`config.mk`:
```
export PLATFORM = sky130hd
export DESIGN_NAME = sdac_rx
export DESIGN_NICKNAME = d
export VERILOG_FILES = /design/src/rtl/sdac_pkg.sv /design/src/rtl/sdac_sync.sv /design/src/rtl/sdac_edge.sv /design/src/rtl/sdac_shift.sv /design/src/rtl/sdac_split.sv /design/src/rtl/sdac_rx.sv
export SDC_FILE = /design/constraint.sdc
export NUM_CORES = 1
export LEC_CHECK = 0
export BUFFER_PORTS_ARGS = -buffer_cell sky130_fd_sc_hd__buf_2
export CORE_UTILIZATION = 30
export CTS_CLUSTER_DIAMETER = 120
export DETAILED_ROUTE_END_ITERATION = 6
export SLEW_MARGIN = 25
export SYNTH_ARGS = -nofsm -noshare
export SYNTH_HDL_FRONTEND = slang
export SYNTH_SLANG_ARGS = --single-unit
```
`constraint.sdc`:
```
create_clock -name clk -period 1.1 [get_ports clk]
set_clock_uncertainty 0.05 [all_clocks]
set_input_delay 0.22 -clock clk [delete_from_list [all_inputs] [get_ports clk]]
set_output_delay 0.22 -clock clk [all_outputs]
set_load 0.02 [all_outputs]
```
`src/rtl/sdac_pkg.sv`:
```
// Package: shared constants for the serial sample receiver.
// Assumes: the sample width is at least 2 bits (a sign bit plus a code).
package sdac_pkg;
    localparam int unsigned SAMPLE_W_DEF = 20;
    localparam int unsigned SYNC_DEF     = 2;
    // Lane positions inside the synchronizer bundle.
    localparam int unsigned LANE_BCLK = 0;
    localparam int unsigned LANE_DAT  = 1;
    localparam int unsigned LANE_LAT  = 2;
    localparam int unsigned NUM_LANES = 3;
endpackage

```
`src/rtl/sdac_sync.sv`:
```
// Module: multi-bit, multi-stage synchronizer chain.
// Does: passes each input lane through STAGES flops clocked by clk.
// Assumes: lanes are slow compared with clk; skew between lanes is absorbed
// because the sender holds data stable for several clk cycles around edges.
module sdac_sync #(
    parameter int unsigned WIDTH  = 3,
    parameter int unsigned STAGES = 2
) (
    input  logic             clk,
    input  logic             rst_n,
    input  logic [WIDTH-1:0] din,
    output logic [WIDTH-1:0] dout
);
    logic [WIDTH-1:0] pipe [STAGES];

    for (genvar g = 0; g < STAGES; g++) begin : g_stage
        if (g == 0) begin : g_first
            // First stage samples the asynchronous lanes.
            always_ff @(posedge clk) begin
                if (!rst_n) pipe[g] <= '0;
                else        pipe[g] <= din;
            end
        end else begin : g_next
            // Later stages let metastability settle.
            always_ff @(posedge clk) begin
                if (!rst_n) pipe[g] <= '0;
                else        pipe[g] <= pipe[g-1];
            end
        end
    end

    assign dout = pipe[STAGES-1];
endmodule

```
`src/rtl/sdac_edge.sv`:
```
// Module: edge finder for the synchronized bit clock and latch line.
// Does: flags a rising bit-clock edge and a falling latch edge, one cycle each.
// Assumes: inputs are already synchronized to clk. History resets to 0, so a
// latch line idling high after reset does not produce a false fall.
module sdac_edge (
    input  logic clk,
    input  logic rst_n,
    input  logic s_bclk,
    input  logic s_lat,
    output logic bclk_rise,
    output logic lat_fall
);
    logic bclk_q;
    logic lat_q;

    // Keep last cycle's levels to compare against.
    always_ff @(posedge clk) begin
        if (!rst_n) begin
            bclk_q <= 1'b0;
            lat_q  <= 1'b0;
        end else begin
            bclk_q <= s_bclk;
            lat_q  <= s_lat;
        end
    end

    assign bclk_rise = s_bclk & ~bclk_q;
    assign lat_fall  = lat_q & ~s_lat;
endmodule

```
`src/rtl/sdac_shift.sv`:
```
// Module: serial-in shift register holding the most recent SAMPLE_W bits.
// Does: on each shift enable, moves the word up one place and enters the new
// bit at bit 0, so the first bit sent ends up as the MSB and older bits fall off.
// Assumes: shift_en is a single-cycle pulse per bit.
module sdac_shift #(
    parameter int unsigned SAMPLE_W = 20
) (
    input  logic                clk,
    input  logic                rst_n,
    input  logic                shift_en,
    input  logic                bit_in,
    output logic [SAMPLE_W-1:0] word
);
    // Shift one bit in, MSB first.
    always_ff @(posedge clk) begin
        if (!rst_n)        word <= '0;
        else if (shift_en) word <= {word[SAMPLE_W-2:0], bit_in};
    end
endmodule

```
`src/rtl/sdac_split.sv`:
```
// Module: two's complement to complementary dual-code mapper with output registers.
// Does: on load, registers the upper/lower codes and the extra-LSB flag, and
// pulses the update strobe for the same cycle.
// Assumes: load is a single-cycle pulse. The reset state is the zero mapping.
module sdac_split #(
    parameter int unsigned SAMPLE_W = 20,
    localparam int unsigned CODE_W  = SAMPLE_W - 1
) (
    input  logic                clk,
    input  logic                rst_n,
    input  logic                load,
    input  logic [SAMPLE_W-1:0] sample,
    output logic [CODE_W-1:0]   upper_code,
    output logic [CODE_W-1:0]   lower_code,
    output logic                extra_lsb,
    output logic                upd_stb
);
    logic              neg;
    logic [CODE_W-1:0] mag;
    logic [CODE_W-1:0] up_nx;
    logic [CODE_W-1:0] lo_nx;

    assign neg = sample[SAMPLE_W-1];
    assign mag = sample[CODE_W-1:0];

    // Choose which ladder moves: the upper one for non-negative samples, the lower one otherwise.
    always_comb begin
        if (neg) begin
            up_nx = '0;
            lo_nx = mag;
        end else begin
            up_nx = mag;
            lo_nx = '1;
        end
    end

    // Register codes on load and raise the strobe for one cycle.
    always_ff @(posedge clk) begin
        if (!rst_n) begin
            upper_code <= '0;
            lower_code <= '1;
            extra_lsb  <= 1'b1;
            upd_stb    <= 1'b0;
        end else begin
            upd_stb <= load;
            if (load) begin
                upper_code <= up_nx;
                lower_code <= lo_nx;
                extra_lsb  <= ~neg;
            end
        end
    end
endmodule

```
`src/rtl/sdac_rx.sv`:
```
// Module: serial sample receiver with split dual-code output (top).
// Does: synchronizes the bit clock, data and latch lines; shifts bits on bit-clock
// rises; on a latch fall maps the last SAMPLE_W bits to upper/lower codes.
// Assumes: the bit clock and latch line each stay at a level for at least
// SYNC_STAGES+1 clk cycles, and data is stable around each bit-clock rise.
// If a bit-clock rise and a latch fall are seen in the same cycle, the sample
// is taken before that bit enters.
module sdac_rx #(
    parameter int unsigned SAMPLE_W    = sdac_pkg::SAMPLE_W_DEF,
    parameter int unsigned SYNC_STAGES = sdac_pkg::SYNC_DEF,
    localparam int unsigned CODE_W     = SAMPLE_W - 1
) (
    input  logic              clk,
    input  logic              rst_n,
    input  logic              ser_bclk,
    input  logic              ser_dat,
    input  logic              ser_lat,
    output logic [CODE_W-1:0] upper_code,
    output logic [CODE_W-1:0] lower_code,
    output logic              extra_lsb,
    output logic              upd_stb
);
    import sdac_pkg::*;

    logic [NUM_LANES-1:0] raw_lanes;
    logic [NUM_LANES-1:0] syn_lanes;
    logic                 bclk_rise;
    logic                 lat_fall;
    logic [SAMPLE_W-1:0]  shift_word;

    // Gather the asynchronous lanes into one bundle.
    always_comb begin
        raw_lanes            = '0;
        raw_lanes[LANE_BCLK] = ser_bclk;
        raw_lanes[LANE_DAT]  = ser_dat;
        raw_lanes[LANE_LAT]  = ser_lat;
    end

    sdac_sync #(.WIDTH(NUM_LANES), .STAGES(SYNC_STAGES)) sync_i (
        .clk   (clk),
        .rst_n (rst_n),
        .din   (raw_lanes),
        .dout  (syn_lanes)
    );

    sdac_edge edge_i (
        .clk       (clk),
        .rst_n     (rst_n),
        .s_bclk    (syn_lanes[LANE_BCLK]),
        .s_lat     (syn_lanes[LANE_LAT]),
        .bclk_rise (bclk_rise),
        .lat_fall  (lat_fall)
    );

    sdac_shift #(.SAMPLE_W(SAMPLE_W)) shift_i (
        .clk      (clk),
        .rst_n    (rst_n),
        .shift_en (bclk_rise),
        .bit_in   (syn_lanes[LANE_DAT]),
        .word     (shift_word)
    );

    sdac_split #(.SAMPLE_W(SAMPLE_W)) split_i (
        .clk        (clk),
        .rst_n      (rst_n),
        .load       (lat_fall),
        .sample     (shift_word),
        .upper_code (upper_code),
        .lower_code (lower_code),
        .extra_lsb  (extra_lsb),
        .upd_stb    (upd_stb)
    );
endmodule

```
==> results by group <==
Global route
  • Pin count of the biggest net entering global routing: 53
  • Initial antenna violation count: 0
  • Met1 usage: 0.193
  • Gr busiest metal: met2
  • Vias in the first global route: 1889
  • First-pass GRT wire length: 9520 um
  • Met3 Track Usage GR: 0.0372
  • GRT Resource Usage Total: 0.143
  • GRT met2 Usage: 0.203
  • Gr ovfl total: 0

Place
  • Port Buf Inserts: 44
  • Pre-CTS WS: -98.6 ps
  • Post-detail-place hpwl: 3200 um
  • DP Area: 2930 um^2
  • Placer Congestion: 0.729

Finish
  • Fin nets: about 340
  • Area Growth Syn to Fin: 46.3%
  • Ant. Diodes: 0
  • Fin area: between 3000 and 4000 um^2
  • Share of layout cells above drive strength 1: 0.424

Drt
  • Drt initial violations: 177
  • Post-route DRC: 0
  • Pre-antenna DRT Iters: 4
  • Vias post-DR: 2060
  • Detail Route Antenna Nets: 0
  • Vias/cell: 4.68
  • Routed wire per std cell: 13.5 um
  • Final wirelength: 5940 um

Clock network
  • Clk sink count: 68
  • Clock-pin slew on the worst setup and hold paths: ~70 ps
  • CTS Buffer Depth: 2
  • CTS tree: built
  • TritonCTS Buffers: 9
  • Root buffer cell: clkbuf_8
  • Worst-skew pair later-pin latency: 340 ps
  • CTS H-tree depth: 3

Synth
  • Mean Syn Cell Area: 9.04 um^2
  • Sequential fraction of the synthesis area: 0.538
  • Cell taking the most area after synthesis: dfxtp_1
  • Post-Syn Instances: 280
  • Synth top cells by count: dfxtp_1, nand2_1, a21boi_0
  • Post-Syn Area: 2530 um^2
  • Post-synth ARST share: 0
  • Post-synth cell types: 17
  • EDFF count, synth: 0
  • Ys flop type: dfxtp_1
  • Syn nets: 285
  • Yosys warns: 0
  • Seq cells post-synth: 68
  • Ranking of synthesized cells by area: dfxtp_1, nand2_1, a21boi_0
  • Dominant cell by count in the synthesized netlist: dfxtp_1
  • Synth top area share: 0.538

Critical path
  • Crit path kind: flop to flop
  • WP data arrival: 1380 ps
  • Crit-path max FO: 19
  • Critical path startpoint category: flop
  • Worst EP required: 1310 ps
  • Crit. End Element: flop

Pwr
  • Psw: 987 uW
  • Part of the power in the clock network: 0.419
  • Internal cell power: 3.62 mW
  • Switching share of power: 0.214
  • P per Cell Area: 1240 nW/um^2
  • Part of the power in registers: 0.538
  • Max VDD drop: 0.541 mV
  • Leakage: 1.31 nW
  • Combinational power share: 0.042

STA
  • RSZ-0062 raised after global routing: true
  • Min Tclk post-route: 1170 ps
  • Setup-failing EPs final: 34
  • Final Hold Viols: 0
  • Headroom to the max-slew limit: 0.840
  • Count of pins over their slew limit: 0
  • Max Freq: 853 MHz
  • Measured slew at the worst slew-check pin: 239 ps
  • Setup WS post-layout: -72.6 ps
  • Crit share post-route: 1.07

Floorplan
  • FP Rows: 33
  • Ports: 45
  • Die width: 93.9 um
  • Total core area: 8180 um^2
  • Die Area: 8810 um^2
  • Initial Util: 0.310
  • Die Span Y: ~94 um

Status
  • Status: complete, but fails checks
  • Failing checks: negative setup slack

Worst hold path
  • Min-delay worst type: primary input to flop

Job
  • Max Cap Viol: 0
what timing repair did:
item,in CTS,in global routing
hold buffers,0,0
pin swaps,15,8
setup endpoints to repair,62,91
endpoints found under the hold margin,0,0
gates cloned,3,2
buffers inserted,1,1
resized for setup,95,66
per-stage QoR:
stage | power (mW) | TNS (ps) | hold WS, ps | instances | utilization
floorplan | 2.63 | 0 | 297 | 280 | -
global placement | 2.68 | -367 | 365 | 418 | 0.358
detailed placement | 2.68 | -841 | 369 | 418 | 0.358
CTS | 4.64 | -433 | 16.2 | 437 | 0.423
global route | 4.79 | -3540 | 27.8 | 440 | 0.453
finish | 4.61 | -1150 | 31.9 | 440 | 0.453
worst paths after layout:
kind / from / to / slack [ps] / cells past startpoint
worst min-delay path: ser_lat / sync_i.pipe[0][2]$_SDFF_PN0_ / 30 / 2
worst max register to register: edge_i.lat_q$_SDFF_PN0_ / split_i.lower_code[18]$_SDFFE_PN1P_ / -70 / 5
worst min register to register: sync_i.pipe[0][0]$_SDFF_PN0_ / sync_i.pipe[1][0]$_SDFF_PN0_ / 380 / 1
worst max-delay path: edge_i.lat_q$_SDFF_PN0_ / split_i.lower_code[18]$_SDFFE_PN1P_ / -70 / 5
sequential cells by signal (all words and copies together) (netlist names):
name,count
split_i.upper_code,19
shift_i.word,20
split_i.lower_code,19
sync_i.pipe,6
edge_i.lat_q,1
split_i.upd_stb,1
split_i.extra_lsb,1
edge_i.bclk_q,1
worst max-delay path, cell delays in order (launching register included):
cell and delay (ps):
dfxtp_4 360, nor2b_4 170, buf_12 150, buf_16 160
nor2_1 50, o21ai_0 160
placed cells by master (no fill, tap or decap), types with 2 or more instances in the layout:
| cell type | count |
|---|---|
| a21boi_0 | 15 |
| nor3b_2 | 14 |
| o21ai_1 | 13 |
| buf_4 | 9 |
| buf_2 | 5 |
| buf_12 | 6 |
| a21boi_1 | 24 |
| o21ai_0 | 6 |
| dfxtp_1 | 25 |
| dfxtp_2 | 42 |
| buf_6 | 37 |
| and2_1 | 9 |
| nor3b_1 | 2 |
| nand2_2 | 2 |
| nand3b_1 | 19 |
| nand2_1 | 58 |
| nor3b_4 | 3 |
| nor2_1 | 19 |
| clkbuf_8 | 13 |
| nor2b_4 | 2 |
| clkbuf_16 | 2 |
| buf_16 | 3 |
cells by family (layout without fill, tap and decap cells):
family                 Yosys count  after routing  synth area share
AOI/OAI and AO/OA               59             59             0.156
and+or+nand+nor                130            130             0.263
DFF                             68             68             0.538
buffers and inverters           23             78            0.0430
layer usage:
layer	routed length, um	part of all wire	vias up
met2	2610	0.44	51
met4	144	0.024	0
met1	2920	0.49	961
li1	-	-	1036
met3	272	0.046	12
met5	0	0	-
cell type report:
cell class                      count  area [um^2]
Clock inverter                      1         5.00
Timing Repair Buffer               63          777
Fill cell                         792         4470
Multi-Input combinational cell    189         1190
Tap cell                          105          131
Sequential cell                    68         1420
Clock buffer                       14          183
power groups by stage:
stage | clock (mW) | sequential (mW) | combinational (mW)
after floorplan | 0 | 2.54 | 0.0916
after global placement | 0 | 2.54 | 0.144
after detailed placement | 0 | 2.54 | 0.144
after CTS | 1.98 | 2.48 | 0.174
after global routing | 2.10 | 2.48 | 0.208
final | 1.93 | 2.48 | 0.194
Power figures use the tool's default switching activity.
